==> config.mk <==
export PLATFORM = sky130hd
export DESIGN_NAME = shifter_unit
export DESIGN_NICKNAME = d
export VERILOG_FILES = /design/src/rtl/shf_pkg.sv /design/src/rtl/shf_edge.sv /design/src/rtl/shf_view.sv /design/src/rtl/shf_core.sv /design/src/rtl/shifter_unit.sv
export SDC_FILE = /design/constraint.sdc
export NUM_CORES = 1
export LEC_CHECK = 0
export BUFFER_PORTS_ARGS = -buffer_cell sky130_fd_sc_hd__buf_4
export CORE_ASPECT_RATIO = 1.4
export CORE_UTILIZATION = 30
export DETAILED_ROUTE_END_ITERATION = 16
export PLACE_DENSITY = 0.55
export REMOVE_ABC_BUFFERS = 1
export SYNTH_ARGS = -nofsm -noshare
export SYNTH_HDL_FRONTEND = slang
export SYNTH_HIERARCHICAL = 1
export SYNTH_SLANG_ARGS = --single-unit
==> constraint.sdc <==
create_clock -name clk -period 2.85 [get_ports clk]
set_input_delay 0.855 -clock clk [delete_from_list [all_inputs] [get_ports clk]]
set_output_delay 0.855 -clock clk [all_outputs]
set_load 0.01 [all_outputs]
==> src/rtl/shf_pkg.sv <==
package shf_pkg;
    localparam int DEF_W = 32;

    typedef enum logic [1:0] {
        VIEW_PLAIN   = 2'd0,
        VIEW_BITREV  = 2'd1,
        VIEW_BYTEREV = 2'd2,
        VIEW_INBYTE  = 2'd3
    } view_e;

    typedef struct packed {
        logic rx;
        logic fall;
        logic ld_first;
    } shf_cfg_t;
endpackage

==> src/rtl/shf_edge.sv <==
module shf_edge (
    input  logic clk,
    input  logic rst,
    input  logic tclk,
    input  logic fall_sel,
    output logic shift
);
    logic prev_q;
    logic rise, fall;

    always_ff @(posedge clk) begin
        if (rst) prev_q <= 1'b0;
        else     prev_q <= tclk;
    end

    assign rise  = tclk & ~prev_q;
    assign fall  = ~tclk & prev_q;
    assign shift = fall_sel ? fall : rise;
endmodule

==> src/rtl/shf_view.sv <==
module shf_view
    import shf_pkg::*;
#(
    parameter int WIDTH = DEF_W
) (
    input  view_e            sel,
    input  logic [WIDTH-1:0] din,
    output logic [WIDTH-1:0] dout
);
    localparam int NBYTES = WIDTH / 8;

    logic [WIDTH-1:0] bitrev, byterev, inbyte;

    for (genvar i = 0; i < WIDTH; i++) begin : g_bit
        localparam int B = i / 8;
        localparam int J = i % 8;
        assign bitrev[i]  = din[WIDTH-1-i];
        assign byterev[i] = din[8*(NBYTES-1-B) + J];
        assign inbyte[i]  = din[8*B + 7 - J];
    end

    always_comb begin
        unique case (sel)
            VIEW_PLAIN:   dout = din;
            VIEW_BITREV:  dout = bitrev;
            VIEW_BYTEREV: dout = byterev;
            default:      dout = inbyte;
        endcase
    end
endmodule

==> src/rtl/shf_core.sv <==
module shf_core
    import shf_pkg::*;
#(
    parameter int WIDTH = DEF_W
) (
    input  logic             clk,
    input  logic             rst,
    input  shf_cfg_t         cfg,
    input  logic             start,
    input  logic             shift,
    input  logic             pin_in,
    input  logic [WIDTH-1:0] load_word,
    output logic [WIDTH-1:0] sr_o,
    output logic             take,
    output logic             done,
    output logic [WIDTH-1:0] rx_word
);
    localparam int CNT_W = $clog2(WIDTH);
    localparam logic [CNT_W-1:0] LAST = CNT_W'(WIDTH - 1);

    logic [WIDTH-1:0] sr_q;
    logic [CNT_W-1:0] cnt_q;
    logic             arm_q;

    assign rx_word = {pin_in, sr_q[WIDTH-1:1]};
    assign take = !cfg.rx && ((start && !cfg.ld_first) || (!start && shift && arm_q));
    assign done = cfg.rx && !start && shift && (cnt_q == LAST);
    assign sr_o = sr_q;

    always_ff @(posedge clk) begin
        if (rst) begin
            sr_q  <= '0;
            cnt_q <= '0;
            arm_q <= 1'b0;
        end else if (start) begin
            cnt_q <= '0;
            arm_q <= !cfg.rx && cfg.ld_first;
            if (take) sr_q <= load_word;
        end else if (shift) begin
            if (cfg.rx) begin
                sr_q  <= rx_word;
                cnt_q <= done ? '0 : cnt_q + 1'b1;
            end else if (arm_q) begin
                sr_q  <= load_word;
                arm_q <= 1'b0;
            end else begin
                sr_q <= sr_q >> 1;
            end
        end
    end

    // an unarmed transmit shift edge moves the register by one place
    assert_tx_shift_one_R4: assert property (@(posedge clk) disable iff (rst)
        (!cfg.rx && shift && !start && !arm_q) |=> (sr_q == ($past(sr_q) >> 1)));
endmodule

==> src/rtl/shifter_unit.sv <==
module shifter_unit
    import shf_pkg::*;
#(
    parameter int WIDTH = DEF_W
) (
    input  logic             clk,
    input  logic             rst,
    input  logic             cfg_rx,
    input  logic             cfg_fall,
    input  logic             cfg_ld_first,
    input  logic             tmr_clk,
    input  logic             tmr_start,
    input  logic             pin_in,
    output logic             pin_out,
    input  logic             wr_en,
    input  logic [1:0]       wr_view,
    input  logic [WIDTH-1:0] wr_data,
    input  logic             rd_en,
    input  logic [1:0]       rd_view,
    output logic [WIDTH-1:0] rd_data,
    output logic             buf_flag
);
    shf_cfg_t         cfg;
    logic             shift, take, done;
    logic [WIDTH-1:0] sr, rx_word, wr_mapped, buf_q;
    logic             flag_q;

    assign cfg = '{rx: cfg_rx, fall: cfg_fall, ld_first: cfg_ld_first};

    shf_edge i_edge (
        .clk(clk), .rst(rst), .tclk(tmr_clk), .fall_sel(cfg_fall), .shift(shift)
    );

    shf_core #(.WIDTH(WIDTH)) i_core (
        .clk(clk), .rst(rst), .cfg(cfg), .start(tmr_start), .shift(shift),
        .pin_in(pin_in), .load_word(buf_q), .sr_o(sr), .take(take),
        .done(done), .rx_word(rx_word)
    );

    shf_view #(.WIDTH(WIDTH)) i_wr_view (
        .sel(view_e'(wr_view)), .din(wr_data), .dout(wr_mapped)
    );

    shf_view #(.WIDTH(WIDTH)) i_rd_view (
        .sel(view_e'(rd_view)), .din(buf_q), .dout(rd_data)
    );

    always_ff @(posedge clk) begin
        if (rst) begin
            buf_q  <= '0;
            flag_q <= !cfg_rx;
        end else if (!cfg_rx) begin
            if (wr_en) begin
                buf_q  <= wr_mapped;
                flag_q <= 1'b0;
            end else if (take) begin
                flag_q <= 1'b1;
            end
        end else begin
            if (done) begin
                buf_q  <= rx_word;
                flag_q <= 1'b1;
            end else if (rd_en) begin
                flag_q <= 1'b0;
            end
        end
    end

    assign pin_out  = cfg_rx ? 1'b0 : sr[0];
    assign buf_flag = flag_q;

    // a transmit write always leaves the flag clear
    assert_tx_write_clears_R8: assert property (@(posedge clk) disable iff (rst)
        (!cfg_rx && wr_en) |=> !buf_flag);

    // a completed receive word raises the flag
    assert_rx_done_sets_R6: assert property (@(posedge clk) disable iff (rst)
        done |=> buf_flag);

    // the flag only drops on a strobe
    assert_flag_holds_R9: assert property (@(posedge clk) disable iff (rst)
        (buf_flag && !wr_en && !rd_en) |=> buf_flag);

    // start-time load puts buffer bit 0 on the pin
    assert_load_pin_R3: assert property (@(posedge clk) disable iff (rst)
        (!cfg_rx && !cfg_ld_first && tmr_start) |=> (pin_out == $past(buf_q[0])));
endmodule

==> flow_metrics.tcl <==
set metrics [dict create \
    hold_viol_final 0 \
    clock_latency_ps 330 \
    core_sq_um 18500 \
    drive_gt1_frac 0.464 \
    port_buffers 79 \
    leakage_nw 2.30 \
    cts_buffers 9 \
    final_core_utilization 0.359 \
    grt_pass1_wl_um 22900 \
    wl_per_cell_um 18.7 \
    dpl.hpwl_um 9980 \
    startpoint_type "primary input" \
    setup_violations 0 \
    path_class "in2out" \
    ctsResizeCount 0 \
    ys_warn_count 6 \
    dieArea_sq_um 19400 \
    cp_max_fo 8 \
    syn_avg_cell_area_sq_um 12.0 \
    crit_top_cell "buf_4" \
    row_count 59 \
    wl_met2_um 7420 \
    final_antenna_net_count 0 \
    avgViaCountPerCell 5.58 \
    worstMarginPinSlew_ps 523 \
    drt-total-wl_um 14400 \
    vdd_drop_max_mv 0.294 \
    routed-wl-met3_um 506 \
    period_minus_slack_ps 2780 \
    die_width_um 118 \
    first_pass_iters 4 \
    r2r_cells 8 \
    drt_iter0_drc 245 \
    fin_ws_ps 66.2 \
    grt_use_total 0.151 \
    rsz0062_at_grt "false" \
    min_path_type "reg2reg" \
    grt_max_degree 64 \
    cts_root_buf "clkbuf_16" \
    antenna_found_initial 0 \
    slowest_stage "mux4_2" \
    path_clk_slew_ps 50 \
    diodes 0 \
    cp-end-kind "output port" \
    post_cts_buffers 0 \
    wirelength_met1_um 6120 \
    vias 4287 \
    required_ps 2000 \
    top_layer "met4" \
    power_density_nw_per_um2 476 \
    path_cells "buf_4 -> buf_4 -> mux4_2 -> buf_4" \
    nNetsFinal 567 \
    power_mw 3.17 \
    die_y_um 165 \
    fmax_mhz 359 \
    gp_congestion 0.769 \
    cts_tree "done" \
    grt-ovfl-total 0 \
    cap_violations 0 \
    drc 0 \
    grt_pass1_vias 4222 \
    cts_max_level 3 \
    holdBufCountCts 0 \
    hold_depth 2 \
    finalMaxSlewViolations 0 \
    io_pins 80 \
    period_share 0.977 \
    cts.sinks 72 \
    cp_slowest_stage_delay_ps 510 \
    ctsLongestPathBuffers 2 \
    start_util 0.306 \
    preCtsSetupSlack_ps 36.0 \
    relSlewSlack 0.651 \
    arrival_ps 1930 \
    fillers 1797 \
    finalClockSkew_ps 4.91 \
    status "completed" \
    syn_area_sq_um 5660 \
    synth_cells 470 \
    area_delta_synth_final_pct 17.3 \
]
power by group:
part,switching [mW],internal (mW)
combinational,0.355,0.403
clock,0.432,0.812
sequential,0.0818,1.08
total,0.869,2.30
per-layer routing:
| layer | global-route usage | up-vias |
|---|---|---|
| met5 | 0 | - |
| met4 | 0.0641 | 0 |
| met3 | 0.0245 | 21 |
| met2 | 0.265 | 88 |
| met1 | 0.183 | 2182 |
| li1 | - | 1996 |
cell usage in the layout, fill, tap and decap left out, drive strengths merged:
master	count
nor3	33
nand4b	1
clkbuf	11
mux2i	32
or2	2
nand2	4
dfxtp	71
mux2	1
a21oi	8
clkinv	3
a31oi	1
or4	1
nor3b	3
a311oi	32
ha	2
edfxtp	1
or4b	1
nand3	2
a211oi	32
and3	1
a31o	1
nand2b	1
inv	2
or3b	31
nor2b	6
buf	100
nand3b	2
nor4bb	1
o21ai	36
mux4	64
o22ai	1
nor2	35
bufinv	2
through the flow:
step	TNS, ps	std cells	hold WS, ps	area (sq um)
6_report	0	768	481	6650
5_1_grt	0	768	521	6650
4_1_cts	0	768	479	6650
3_5_place_dp	0	752	471	6310
3_3_place_gp	0	752	443	6310
2_1_floorplan	-29850	408	435	5150
state kept, by name, summed over array words and instances (netlist names):
signal         cells
buf_flag           1
buf_q             32
i_core/arm_q       1
i_core/cnt_q       5
i_core/sr_o       32
i_edge/prev_q      1
layout make-up:
| type | count | area [sq um] | area share |
|---|---|---|---|
| Sequential cell | 72 | 1450 | 0.218 |
| Inverter | 2 | 7.51 | 0.00113 |
| Tap cell | 244 | 305 | 0.0459 |
| Timing Repair Buffer | 100 | 851 | 0.128 |
| Multi-Input combinational cell | 334 | 3700 | 0.557 |
| Clock inverter | 5 | 78.8 | 0.0119 |
| Clock buffer | 11 | 253 | 0.0380 |
final timing paths:
check,start,end,slack [ps]
max reg2reg,i_core/cnt_q[0],buf_q[25],530
min,i_core/cnt_q[4],i_core/cnt_q[4],480
max,rd_view[1],rd_data[0],70
min reg2reg,i_core/cnt_q[4],i_core/cnt_q[4],480
critical path: cells and delay by family:
family                 cells  cell delay (ps)
buffers and inverters      3              560
multiplexers               1              510
(Power assumes the default switching activity.)
